## src/rtl/bus_term_classifier.sv

```systemverilog
module bus_term_classifier #(
  parameter int MON_BASE = 8,
  parameter int CNT_W    = $clog2(MON_BASE * 8) + 1
) (
  input  logic       clk,
  input  logic       rst_n,
  input  logic       cyc_start,
  input  logic [1:0] mon_sel,
  input  logic [1:0] ack_size,
  input  logic       ack_vec,
  input  logic       berr_in,
  input  logic       halt_in,
  output logic       outcome_valid,
  output logic [2:0] outcome,
  output logic       berr_exc
);
  localparam logic [2:0] OC_NORMAL = 3'd1;
  localparam logic [2:0] OC_HALT   = 3'd2;
  localparam logic [2:0] OC_BERR   = 3'd3;
  localparam logic [2:0] OC_LATE   = 3'd4;
  localparam logic [2:0] OC_RETRY  = 3'd5;

  typedef enum logic [1:0] {S_IDLE, S_WAIT, S_LATE, S_DONE} state_t;

  state_t           st;
  logic [CNT_W-1:0] cnt;
  logic [1:0]       sel_q;
  logic             halt_seen;
  logic [2:0]       res;
  logic             exc_q;

  wire              ack    = |ack_size | ack_vec;
  wire              halted = halt_in | halt_seen;
  wire [CNT_W-1:0]  limit  = CNT_W'(MON_BASE) << sel_q;

  always_ff @(posedge clk) begin
    if (!rst_n) begin
      st        <= S_IDLE;
      cnt       <= '0;
      sel_q     <= '0;
      halt_seen <= 1'b0;
      res       <= '0;
      exc_q     <= 1'b0;
    end else begin
      case (st)
        S_IDLE: if (cyc_start) begin
          st        <= S_WAIT;
          cnt       <= '0;
          sel_q     <= mon_sel;
          halt_seen <= 1'b0;
        end
        S_WAIT: begin
          if (berr_in && halted) begin
            st <= S_DONE; res <= OC_RETRY; exc_q <= 1'b0;
          end else if (berr_in) begin
            st <= S_DONE; res <= OC_BERR; exc_q <= 1'b1;
          end else if (ack && halted) begin
            st <= S_DONE; res <= OC_HALT; exc_q <= 1'b0;
          end else if (ack) begin
            st <= S_LATE;
          end else if (cnt == limit - 1'b1) begin
            st <= S_DONE; res <= OC_BERR; exc_q <= 1'b1;
          end else begin
            cnt <= cnt + 1'b1;
            if (halt_in) halt_seen <= 1'b1;
          end
        end
        S_LATE: begin
          st    <= S_DONE;
          res   <= berr_in ? OC_LATE : OC_NORMAL;
          exc_q <= berr_in;
        end
        default: st <= S_IDLE;
      endcase
    end
  end

  assign outcome_valid = (st == S_DONE);
  assign outcome       = outcome_valid ? res : 3'd0;
  assign berr_exc      = outcome_valid & exc_q;
endmodule

```

## config.mk

```make
export PLATFORM = sky130hd
export DESIGN_NAME = bus_term_classifier
export DESIGN_NICKNAME = d
export VERILOG_FILES = /design/src/rtl/bus_term_classifier.sv
export SDC_FILE = /design/constraint.sdc
export NUM_CORES = 1
export LEC_CHECK = 0
export BUFFER_PORTS_ARGS = -buffer_cell sky130_fd_sc_hd__clkbuf_2
export CAP_MARGIN = 20
export CORE_ASPECT_RATIO = 1.25
export CORE_UTILIZATION = 51
export CTS_CLUSTER_SIZE = 12
export DETAILED_ROUTE_END_ITERATION = 12
export PLACE_DENSITY = 0.72
export SYNTH_ARGS = -nofsm -noshare
export SYNTH_HDL_FRONTEND = slang
export SYNTH_SLANG_ARGS = --single-unit
```

## constraint.sdc

```tcl
create_clock -name clk -period 2.3 [get_ports clk]
set_input_delay 0.115 -clock clk [delete_from_list [all_inputs] [get_ports clk]]
set_output_delay 0.115 -clock clk [all_outputs]
set_load 0.05 [all_outputs]
```

==> flow_summary.ini <==
[status]
status = finished, final reports clean

[logic_synthesis]
synth_common_cells = nand2_1 (17), dfxtp_1 (16), o21ai_0 (10)
ys_warn_count = 0
synth_top_area_share = 0.308
synthTopCellsByArea = dfxtp_1 (31%), ha_1 (7.2%), nand2_1 (6.1%)
avgSynthCellArea_sq_um = 8.20
ys_seq_elements = 16
yosysTopAreaCell = dfxtp_1
synth_area_sq_um = 1040
synth.distinct_cells = 37
synth_edf_count = 0
syn_inst = 127
postSynth.asyncResetShare = 0
synth_flop_cell = dfxtp_1
synth_most_common_cell = nand2_1
syn-num-nets = 143
yosysSeqAreaShare = 0.308

[setup_path]
rrSetupSlack_ns = 0.25
start_kind = flip-flop
path_max_fanout = 7
r2r-start = st[0]
crit_type = flip-flop to flip-flop
crit_path_end_kind = flip-flop
r2r_cells = 7
reg2reg_to = cnt[6]
critPathArrivalTime_ns = 2.29
required_ns = 2.54

[floorplan]
die_x_microns = 42.4
ios = 15
die_area_sq_um = 2230
start_util = 0.563
die_height_microns = 52.5
rows = 17
core_sq_um = 1850

[pwr]
internal-power_mw = 0.627
pwr-share-comb = 0.440
p_leak_nw = 0.447
clkPwrFrac = 0.190
p_switching_mw = 0.436
power_mw = 1.06
max-vdd-ir-drop_v = 0.000620
switching_share = 0.410
pwr-share-seq = 0.370
power_density_nw_per_um2 = 923

[drt]
drt-pass1-iter-count = 4
routedWlPerCell_microns = 13.8
routed_wl_microns = 2220
first_iter_violations = 19
drc = 0
drt-vias-per-instance = 6.12
ant_nets = 0
via_count = 985

[clock_network]
hold_buffers = 0
htree_num_levels = 1
cts_sinks = 16
numCtsBuffers = 3
tritoncts = done
post-cts-setup-buffers = 0
ctsResizeCount = 0
clkLatencyLatePin_ns = 0.30
clk_path_buf_depth = 2
clk_pin_slew_worst_paths_ns = 0.10
cts-root-buf = clkbuf_4

[global_route]
grt_pass1_wl_microns = 3760
grt_pass1_vias = 889
track_usage = 0.222
overflow = 0
antenna_found_initial = 0
grt_max_degree = 17

[sta]
maxClockFrequency_mhz = 488
fin_crit_sh = 0.890
slew-limit-headroom = 0.498
finalSetupTns_ns = 0
skew_ns = 0.00126
setup_violations = 0
worst-slew-pin-transition_ns = 0.743
rsz0062_at_grt = false
hold_viol = 0
maxSlewViolCount = 0
layout_min_cycle_time_ns = 2.05

[min_path]
hold_end = sel_q[1]
hp-start = mon_sel[1]
whs_path_depth = 3
hold_path.class = input pin to flip-flop

[placed_design]
dp.cells = 157
dp_hpwl_microns = 1650
place_congestion = 0.816
io_buffers = 14

[final_layout]
instances_no_fill = 161
layout.nets = 159
seq_area_sq_um = 320
synthToLayoutAreaGrowth_pct = 10.6
diodes = 0
drive_gt1_frac = 0.141
multi_input_area_sq_um = 682
fin_util = 0.622
nFillCells = 170

[flow_run]
drv_cap = 0
## metrics by stage
| stage | hold WS, ns | worst slack (ns) | area [sq um] |
|---|---|---|---|
| after floorplan | 0.269 | 0.453 | 1040 |
| after global placement | 0.376 | 0.369 | 1110 |
| after detailed placement | 0.383 | 0.279 | 1110 |
| after CTS | 0.0684 | 0.247 | 1150 |
| after global routing | 0.0935 | 0.117 | 1150 |
| final | 0.0655 | 0.252 | 1150 |
## how the worst max path moves through the flow
| stage | startpoint | to | slack (ns) |
|---|---|---|---|
| 2_1_floorplan | st[0] | cnt[6] | 0.45 |
| 3_3_place_gp | st[0] | cnt[6] | 0.37 |
| 3_5_place_dp | st[0] | cnt[6] | 0.28 |
| 4_1_cts | st[0] | cnt[6] | 0.25 |
| 5_1_grt | st[0] | cnt[6] | 0.12 |
| 6_report | st[0] | cnt[6] | 0.25 |
## worst max-delay path: stages, from the launching register on
cell	delay [ns]
dfxtp_1	0.41
inv_1	0.08
ha_1	0.28
mux2_2	0.32
nor2b_1	0.23
nand3_1	0.12
or4_1	0.40
a21oi_1	0.15
## final cells by class
class | count | area share
inverter | 5 | 0.0163
multi-input combinational | 103 | 0.592
clock buffer | 4 | 0.0315
tap | 19 | 0.0207
sequential | 16 | 0.278
timing repair buffer | 14 | 0.0609
## per-layer routing
layer	part of all wire	global-route usage
met4	0.022	0.109
met2	0.51	0.415
met3	0.019	0.0207
met1	0.45	0.249
met5	0	0
## logic make-up after synthesis
kind of cell | share of synthesized area
AND/OR/NAND/NOR | 0.269
AO/OA/AOI/OAI | 0.255
multiplexers | 0.0589
flip-flops | 0.308
buffers and inverters | 0.0373
adder cells (fa/ha/maj) | 0.0721
## registers in the layout, summed over array words and instances (netlist names)
register	cells
st	2
cnt	7
exc_q	1
res	3
halt_seen	1
sel_q	2
## power by group through the flow
| stage | sequential, mW | clock [mW] | combinational (mW) |
|---|---|---|---|
| 6_report | 0.393 | 0.202 | 0.468 |
| 4_1_cts | 0.392 | 0.202 | 0.469 |
| 3_5_place_dp | 0.398 | 0 | 0.462 |
| 2_1_floorplan | 0.385 | 0 | 0.378 |
| 5_1_grt | 0.401 | 0.211 | 0.524 |
| 3_3_place_gp | 0.395 | 0 | 0.458 |
## cells in the final DEF, fill, tap and decap left out, drive strengths merged, types with 2 or more instances in the layout
master | netlist | layout
mux2i | 5 | 5
o41ai | 2 | 2
o31ai | 3 | 3
a21boi | 6 | 6
inv | 5 | 5
a211o | 2 | 2
dfxtp | 16 | 16
o21ai | 10 | 10
nor2b | 2 | 2
o21a | 2 | 2
nand2 | 17 | 17
ha | 6 | 6
clkbuf | 1 | 18
and4 | 2 | 2
and2 | 5 | 5
nand2b | 4 | 4
or4 | 3 | 3
a21oi | 6 | 6
o311ai | 2 | 2
nand3 | 8 | 8
nand3b | 2 | 2
nor2 | 4 | 4
No activity file was read; power rests on OpenSTA's default activity.
